**src/rtl/rtc_pkg.sv**
```systemverilog
package rtc_pkg;
  localparam int BYTE_W = 8;
  typedef logic [BYTE_W-1:0] byte_t;

  localparam int ADR_SEC   = 0;
  localparam int ADR_SECA  = 1;
  localparam int ADR_MIN   = 2;
  localparam int ADR_MINA  = 3;
  localparam int ADR_HOUR  = 4;
  localparam int ADR_HOURA = 5;
  localparam int ADR_WDAY  = 6;
  localparam int ADR_MDAY  = 7;
  localparam int ADR_MON   = 8;
  localparam int ADR_YEAR  = 9;
  localparam int ADR_CTLA  = 10;
  localparam int ADR_CTLB  = 11;
  localparam int ADR_STAT  = 12;

  localparam int CB_STOP = 7;
  localparam int CB_AIE  = 5;
  localparam int CB_UIE  = 4;
  localparam int CB_BIN  = 2;
  localparam int CB_24H  = 1;
  localparam int ST_AF   = 5;
  localparam int ST_UF   = 4;

  localparam byte_t CTLB_RESET = 8'h02;

  // counting fields handled by the generic incrementer
  localparam int NUM_CNT = 6;
  localparam int CI_SEC = 0, CI_MIN = 1, CI_WDAY = 2, CI_MDAY = 3, CI_MON = 4, CI_YEAR = 5;

  function automatic int cnt_addr(input int i);
    case (i)
      CI_SEC:  return ADR_SEC;
      CI_MIN:  return ADR_MIN;
      CI_WDAY: return ADR_WDAY;
      CI_MDAY: return ADR_MDAY;
      CI_MON:  return ADR_MON;
      default: return ADR_YEAR;
    endcase
  endfunction

  function automatic byte_t cnt_lo(input int i);
    case (i)
      CI_WDAY, CI_MDAY, CI_MON: return 8'd1;
      default:                  return 8'd0;
    endcase
  endfunction

  function automatic byte_t cnt_hi(input int i);
    case (i)
      CI_SEC, CI_MIN: return 8'd59;
      CI_WDAY:        return 8'd7;
      CI_MDAY:        return 8'd31;
      CI_MON:         return 8'd12;
      default:        return 8'd99;
    endcase
  endfunction

  function automatic byte_t bcd_to_bin(input byte_t b);
    return ({4'b0, b[7:4]} * 8'd10) + {4'b0, b[3:0]};
  endfunction

  function automatic byte_t bin_to_bcd(input byte_t v);
    byte_t tens, ones;
    tens = v / 8'd10;
    ones = v % 8'd10;
    return {tens[3:0], ones[3:0]};
  endfunction
endpackage

```
**src/rtl/rtc_field_inc.sv**
```systemverilog
module rtc_field_inc
  import rtc_pkg::*;
(
  input  byte_t val_i,
  input  logic  bin_i,
  input  byte_t lo_i,
  input  byte_t hi_i,
  output byte_t nxt_o,
  output logic  wrap_o
);
  byte_t cur, nb;

  always_comb begin
    cur    = bin_i ? val_i : bcd_to_bin(val_i);
    wrap_o = (cur >= hi_i);
    nb     = wrap_o ? lo_i : cur + 8'd1;
    nxt_o  = bin_i ? nb : bin_to_bcd(nb);
  end
endmodule

```
**src/rtl/rtc_hour_inc.sv**
```systemverilog
module rtc_hour_inc
  import rtc_pkg::*;
(
  input  byte_t val_i,
  input  logic  bin_i,
  input  logic  h24_i,
  output byte_t nxt_o,
  output logic  carry_o
);
  byte_t cur24, cur12, nb, enc;
  logic  pm, pm_n;

  always_comb begin
    cur24   = bin_i ? val_i : bcd_to_bin(val_i);
    cur12   = bin_i ? {1'b0, val_i[6:0]} : bcd_to_bin({1'b0, val_i[6:0]});
    pm      = val_i[7];
    pm_n    = pm;
    carry_o = 1'b0;
    if (h24_i) begin
      if (cur24 >= 8'd23) begin
        nb      = 8'd0;
        carry_o = 1'b1;
      end else begin
        nb = cur24 + 8'd1;
      end
    end else begin
      if (cur12 >= 8'd12) begin
        nb = 8'd1;
      end else if (cur12 == 8'd11) begin
        nb      = 8'd12;
        pm_n    = ~pm;
        carry_o = pm;
      end else begin
        nb = cur12 + 8'd1;
      end
    end
    enc   = bin_i ? nb : bin_to_bcd(nb);
    nxt_o = h24_i ? enc : {pm_n, enc[6:0]};
  end
endmodule

```
**src/rtl/rtc_month_len.sv**
```systemverilog
module rtc_month_len
  import rtc_pkg::*;
(
  input  byte_t mon_i,
  input  byte_t year_i,
  input  logic  bin_i,
  output byte_t last_o
);
  byte_t m, y;

  always_comb begin
    m = bin_i ? mon_i  : bcd_to_bin(mon_i);
    y = bin_i ? year_i : bcd_to_bin(year_i);
    case (m)
      8'd2:                   last_o = (y[1:0] == 2'b00) ? 8'd29 : 8'd28;
      8'd4, 8'd6, 8'd9, 8'd11: last_o = 8'd30;
      default:                last_o = 8'd31;
    endcase
  end
endmodule

```
**src/rtl/rtc_core.sv**
```systemverilog
module rtc_core
  import rtc_pkg::*;
#(
  parameter int ADDR_W   = 4,
  parameter int NUM_TIME = 10
)(
  input  logic              clk,
  input  logic              rst,
  input  logic              tick_i,
  input  logic              wr_en_i,
  input  logic              rd_en_i,
  input  logic [ADDR_W-1:0] addr_i,
  input  logic [7:0]        wdata_i,
  output logic [7:0]        rdata_o,
  output logic              alarm_irq_o,
  output logic              update_irq_o
);
  localparam logic [ADDR_W-1:0] A_CTLA = ADDR_W'(ADR_CTLA);
  localparam logic [ADDR_W-1:0] A_CTLB = ADDR_W'(ADR_CTLB);
  localparam logic [ADDR_W-1:0] A_STAT = ADDR_W'(ADR_STAT);

  byte_t       tr_q   [NUM_TIME];
  byte_t       next_t [NUM_TIME];
  logic [6:0]  rega_q;
  byte_t       regb_q, regb_d;
  logic        busy_q, commit, stop, bin_mode;
  logic        uf_q, af_q, uf_d, af_d, stat_clr, alarm_hit;
  logic        time_wr;
  byte_t       rd_val, mday_last, hour_nxt;
  logic        hour_carry;
  byte_t       inc_nxt [NUM_CNT];
  logic [NUM_CNT-1:0] inc_wrap;

  assign stop     = regb_q[CB_STOP];
  assign bin_mode = regb_q[CB_BIN];
  assign commit   = busy_q & ~stop;
  assign time_wr  = wr_en_i && (int'(addr_i) < NUM_TIME);

  // ---------------- increment datapath ----------------
  rtc_month_len u_mlen (
    .mon_i  (tr_q[ADR_MON]),
    .year_i (tr_q[ADR_YEAR]),
    .bin_i  (bin_mode),
    .last_o (mday_last)
  );

  for (genvar g = 0; g < NUM_CNT; g++) begin : g_cnt
    localparam int FA = cnt_addr(g);
    byte_t hi;
    if (g == CI_MDAY) begin : g_dyn
      assign hi = mday_last;
    end else begin : g_fix
      assign hi = cnt_hi(g);
    end
    rtc_field_inc u_inc (
      .val_i  (tr_q[FA]),
      .bin_i  (bin_mode),
      .lo_i   (cnt_lo(g)),
      .hi_i   (hi),
      .nxt_o  (inc_nxt[g]),
      .wrap_o (inc_wrap[g])
    );
  end

  rtc_hour_inc u_hour (
    .val_i   (tr_q[ADR_HOUR]),
    .bin_i   (bin_mode),
    .h24_i   (regb_q[CB_24H]),
    .nxt_o   (hour_nxt),
    .carry_o (hour_carry)
  );

  always_comb begin
    for (int i = 0; i < NUM_TIME; i++) next_t[i] = tr_q[i];
    next_t[ADR_SEC] = inc_nxt[CI_SEC];
    if (inc_wrap[CI_SEC]) begin
      next_t[ADR_MIN] = inc_nxt[CI_MIN];
      if (inc_wrap[CI_MIN]) begin
        next_t[ADR_HOUR] = hour_nxt;
        if (hour_carry) begin
          next_t[ADR_WDAY] = inc_nxt[CI_WDAY];
          next_t[ADR_MDAY] = inc_nxt[CI_MDAY];
          if (inc_wrap[CI_MDAY]) begin
            next_t[ADR_MON] = inc_nxt[CI_MON];
            if (inc_wrap[CI_MON]) next_t[ADR_YEAR] = inc_nxt[CI_YEAR];
          end
        end
      end
    end
  end

  assign alarm_hit = (next_t[ADR_SEC]  == tr_q[ADR_SECA]) &&
                     (next_t[ADR_MIN]  == tr_q[ADR_MINA]) &&
                     (next_t[ADR_HOUR] == tr_q[ADR_HOURA]);

  // ---------------- flags and control next-state ----------------
  assign stat_clr = rd_en_i && (addr_i == A_STAT);
  assign uf_d     = (uf_q & ~stat_clr) | commit;
  assign af_d     = (af_q & ~stat_clr) | (commit & alarm_hit);
  assign regb_d   = (wr_en_i && addr_i == A_CTLB) ? wdata_i : regb_q;

  always_comb begin
    if (int'(addr_i) < NUM_TIME) begin
      rd_val = tr_q[addr_i];
    end else begin
      case (addr_i)
        A_CTLA:  rd_val = {busy_q, rega_q};
        A_CTLB:  rd_val = regb_q;
        A_STAT:  rd_val = {2'b00, af_q, uf_q, 4'b0000};
        default: rd_val = '0;
      endcase
    end
  end

  // ---------------- state ----------------
  always_ff @(posedge clk) begin
    if (rst) begin
      for (int i = 0; i < NUM_TIME; i++) tr_q[i] <= '0;
      tr_q[ADR_WDAY] <= 8'd1;
      tr_q[ADR_MDAY] <= 8'd1;
      tr_q[ADR_MON]  <= 8'd1;
      rega_q       <= '0;
      regb_q       <= CTLB_RESET;
      busy_q       <= 1'b0;
      uf_q         <= 1'b0;
      af_q         <= 1'b0;
      rdata_o      <= '0;
      alarm_irq_o  <= 1'b0;
      update_irq_o <= 1'b0;
    end else begin
      busy_q <= tick_i & ~stop & ~busy_q;
      if (commit) begin
        for (int i = 0; i < NUM_TIME; i++) tr_q[i] <= next_t[i];
      end
      if (time_wr) tr_q[addr_i] <= wdata_i;
      if (wr_en_i && addr_i == A_CTLA) rega_q <= wdata_i[6:0];
      regb_q       <= regb_d;
      uf_q         <= uf_d;
      af_q         <= af_d;
      update_irq_o <= uf_d & regb_d[CB_UIE];
      alarm_irq_o  <= af_d & regb_d[CB_AIE];
      if (rd_en_i) rdata_o <= rd_val;
    end
  end

  // ---------------- assertions ----------------
  p_uip_single_r3: assert property (@(posedge clk) disable iff (rst)
    busy_q |=> !busy_q);

  p_tick_starts_r3: assert property (@(posedge clk) disable iff (rst)
    (tick_i && !stop && !busy_q) |=> busy_q);

  p_freeze_r4: assert property (@(posedge clk) disable iff (rst)
    (stop && !wr_en_i) |=> ($stable(tr_q[ADR_SEC]) && $stable(tr_q[ADR_MIN]) &&
                            $stable(tr_q[ADR_HOUR]) && $stable(tr_q[ADR_MDAY])));

  p_uf_set_r10: assert property (@(posedge clk) disable iff (rst)
    commit |=> uf_q);

  p_uirq_needs_flag_r10: assert property (@(posedge clk) disable iff (rst)
    update_irq_o |-> uf_q);

  p_alarm_set_r11: assert property (@(posedge clk) disable iff (rst)
    (commit && alarm_hit) |=> af_q);

  p_read_clears_r12: assert property (@(posedge clk) disable iff (rst)
    (stat_clr && !commit) |=> (!uf_q && !af_q));
endmodule

```
**config.mk**
```make
export PLATFORM = sky130hd
export DESIGN_NAME = rtc_core
export DESIGN_NICKNAME = d
export VERILOG_FILES = /design/src/rtl/rtc_pkg.sv /design/src/rtl/rtc_field_inc.sv /design/src/rtl/rtc_hour_inc.sv /design/src/rtl/rtc_month_len.sv /design/src/rtl/rtc_core.sv
export SDC_FILE = /design/constraint.sdc
export NUM_CORES = 1
export LEC_CHECK = 0
export BUFFER_PORTS_ARGS = -buffer_cell sky130_fd_sc_hd__buf_2
export CORE_MARGIN = 1
export CORE_UTILIZATION = 55
export CTS_CLUSTER_SIZE = 8
export DETAILED_ROUTE_END_ITERATION = 10
export HOLD_SLACK_MARGIN = 0.08
export PLACE_DENSITY_LB_ADDON = 0.05
export SETUP_SLACK_MARGIN = 0.1
export SYNTH_ARGS = -nofsm -noshare
export SYNTH_HDL_FRONTEND = slang
export SYNTH_SLANG_ARGS = --single-unit
export TNS_END_PERCENT = 1
```
**constraint.sdc**
```tcl
create_clock -name clk -period 5.51 [get_ports clk]
set_input_delay 0.2755 -clock clk [delete_from_list [all_inputs] [get_ports clk]]
set_output_delay 0.2755 -clock clk [all_outputs]
set_load 0.005 [all_outputs]
```
==> summary.txt <==
Floorplan
  • Die W: 144 um
  • Die height: roughly 140 um
  • I/O pins: 27
  • Starting density of the core: roughly 57%
  • Std-Cell Rows: 51
  • Die ar.: ~21000 um^2
  • Core box area: ~20000 um^2

Synth
  • Post-synthesis sequential area ratio: 26.6%
  • Syn Area/Cell: 8.67 um^2
  • Top cell type's share of synthesized area: 21.6%
  • Post-synth ARST share: 0%
  • Cell area after synthesis: 11100 um^2
  • Gate Count Post-Synth: about 1300
  • Synth top area cells: edfxtp_1 (22%), ha_1 (8.0%), dfxtp_1 (5.0%)
  • Syn_nets: ~1400
  • Post-synth EDFFs: 80
  • Synth unique cells: 95
  • Most common flop cell mapped by yosys: edfxtp_1
  • Cell taking the most area after synthesis: edfxtp_1
  • FF+latch count, synth: between 100 and 150
  • Ys Warns: 0

Timing
  • RSZ-0062 raised after global routing: true
  • Final Critical Period: 5.13 ns
  • Fin crit share: 93.1%
  • Final worst setup slack: 0.381 ns
  • Setup TNS: 0 ns
  • Tightest Pin Transition: 1.17 ns
  • Fin. Hold Viols: 0
  • Final Slew Violations: 0
  • Fmax: 195 MHz
  • Relative slew margins: between 20% and 30%
  • Finish-stage setup viols: 0
  • Clk_skew: 0.0113 ns

Power and ir drop
  • Final Power: between 3 and 4 mW
  • Lkg Pwr: 4.49 nW
  • Worst vdd ir: 0.250 mV
  • Pwr Density: 295 nW/um^2

Setup path
  • Critical path class: reg2reg
  • Reg-to-Reg End: af_q
  • Crit. End Element: register
  • Crit-path max FO: 11
  • End of the critical path: af_q
  • R2R depth: 16
  • Setup crit start kind: register
  • Worst R2R Start: tr_q[2][4]
  • WP data arrival: about 5.4 ns
  • Required @ worst endpoint: 5.78 ns
  • Register-to-Register Setup Slack: 0.38 ns
  • Setup crit start: tr_q[2][4]

GRT
  • GR Overflow Total: 0
  • Largest net degree at the start of global routing: 63
  • First-pass GRT wire length: 50.8 mm
  • Antenna violations before repair: 0
  • GRT Total Usage: 32.1%
  • Number of global-route vias before repair: 9420

Status
  • Status: complete, no violations

Final layout
  • Non-Filler Cell Area, Final: 11800 um^2
  • N_diodes: 0
  • Share of cells above drive strength 1: between 10 and 15%
  • Layout area overhead: 6.15%
  • # nets final: 1377

Detailed routing
  • Pre-antenna DRT Iters: 5
  • Routed WL per cell: 21.2 um
  • DRT antenna net count: 0
  • Vias/cell: 6.65
  • DR vias: 10300
  • DRT iter0 DRCs: 1027
  • Post-route DRC: 0
  • Final wirelength: 32.8 mm

Clock network
  • Max clock buf depth: 2
  • Worst-skew pair later-pin latency: 0.36 ns
  • Num CTS Buffers: 9
  • Clock-pin transition on the worst setup and hold timing paths: 0.07 ns
  • CTS root buf: clkbuf_16
  • H-tree depth: 3
  • Hold buffers post-CTS: 0
  • CTS Sinks: 108
  • CTS tree: done

Placed design
  • I/O Buffers: 26
  • DPL Wire Length: 24.0 mm
  • GPL Wtd Cong: 0.899
  • Placed Area: ~11000 um^2
  • Place WS: ~0.31 ns

Min path
  • Hold Path Class: in2reg

Flow run
  • Max Cap Viol: 0
## cells by family after synthesis
group | synth area share (%)
adders and majority gates | 10.7
muxes | 8.05
and+or+nand+nor | 22.9
xor gates and xnor gates | 5.19
AOI/OAI and AO/OA | 22.8
DFF | 26.6
buffers and inverters | 3.79
## critical path, stage by stage, from the launching register on
cell      delay [ns]
edfxtp_1        0.53
ha_1            0.26
ha_1            0.19
inv_1           0.07
fa_1            0.45
or3b_4          0.41
or4_4           0.52
o211ai_2        0.11
o21a_1          0.42
nand2_1         0.17
o221a_4         0.34
nor4_1          0.35
o22ai_1         0.21
xnor2_1         0.17
nor4_1          0.42
nand4_1         0.20
o31ai_1         0.21
## per-layer routing
layer / track usage [%] / share of wire, % / vias to the layer above
met1: 43.8 / 43 / 4876
met3: 5.83 / 8.1 / 72
met4: 10.2 / 2.9 / 0
met2: 51.3 / 46 / 458
li1: - / - / 4869
met5: 0 / 0 / -
## synth_stat cells, types with 16 or more instances
| master | count |
|---|---|
| o21ai_0 | 72 |
| xor2_1 | 24 |
| inv_1 | 34 |
| nand2b_1 | 26 |
| nor3_1 | 26 |
| ha_1 | 71 |
| xnor2_1 | 42 |
| edfxtp_1 | 80 |
| nand3_1 | 48 |
| mux4_2 | 16 |
| nor2_1 | 101 |
| dfxtp_1 | 28 |
| mux2i_1 | 31 |
| o31ai_1 | 24 |
| and2_1 | 38 |
| nand2_1 | 129 |
| mux2_2 | 20 |
| a21oi_1 | 68 |
| clkbuf_1 | 46 |
| a22oi_1 | 19 |
## power breakdown
part | leakage, nW | internal [mW] | switching (mW) | total, mW
Clock | 0.152 | 0.351 | 0.311 | 0.662
Combinational | 3.30 | 0.708 | 1.11 | 1.82
Sequential | 1.04 | 0.931 | 0.0805 | 1.01
## layout make-up
cell class / instances / area [um^2]
Timing Repair Buffer: 48 / 308
Multi-Input combinational cell: 1073 / 7770
Tap cell: 265 / 332
Clock buffer: 11 / 264
Sequential cell: 108 / 2970
Clock inverter: 5 / 41.3
Inverter: 35 / 131
Fill cell: 1832 / 7840
## repair_timing
item,4_1_cts,5_1_grt
resized for setup,0,4
setup endpoints to repair,0,7
setup buffers,0,0
## cell usage in the layout, fill, tap and decap left out, types with 21 or more instances in the layout
master and count:
inv_1 34, nand3_1 48, edfxtp_1 80, nor2_1 101, buf_4 21, and2_1 38
o31ai_1 24, mux2i_1 31, ha_1 71, o21ai_0 72, nand2_1 129, xor2_1 24
a21oi_1 68, nor3_1 26, buf_2 26, xnor2_1 42, nand2b_1 26, dfxtp_1 27
## worst min path at each step
stage	endpoint	cells past startpoint	start	slack [ns]
final	busy_q	2	tick_i	0.18
after global routing	busy_q	2	tick_i	0.19
after CTS	busy_q	2	tick_i	0.18
after detailed placement	busy_q	1	busy_q	0.44
after global placement	busy_q	1	busy_q	0.44
after floorplan	regb_q[0]	2	wdata_i[0]	0.42
## sequential cells by signal (all words and copies together) (netlist names)
register      count
af_q              1
alarm_irq_o       1
busy_q            1
rdata_o           8
rega_q            7
regb_q            8
tr_q             80
uf_q              1
update_irq_o      1
## stage by stage
step	std cells	utilization, %	hold WS [ns]
5_1_grt	1545	60.1	0.186
3_5_place_dp	1529	58.4	0.441
6_report	1545	60.1	0.183
2_1_floorplan	1284	-	0.423
4_1_cts	1545	60.0	0.178
3_3_place_gp	1529	58.4	0.441
No activity file was read; power rests on OpenSTA's default activity.
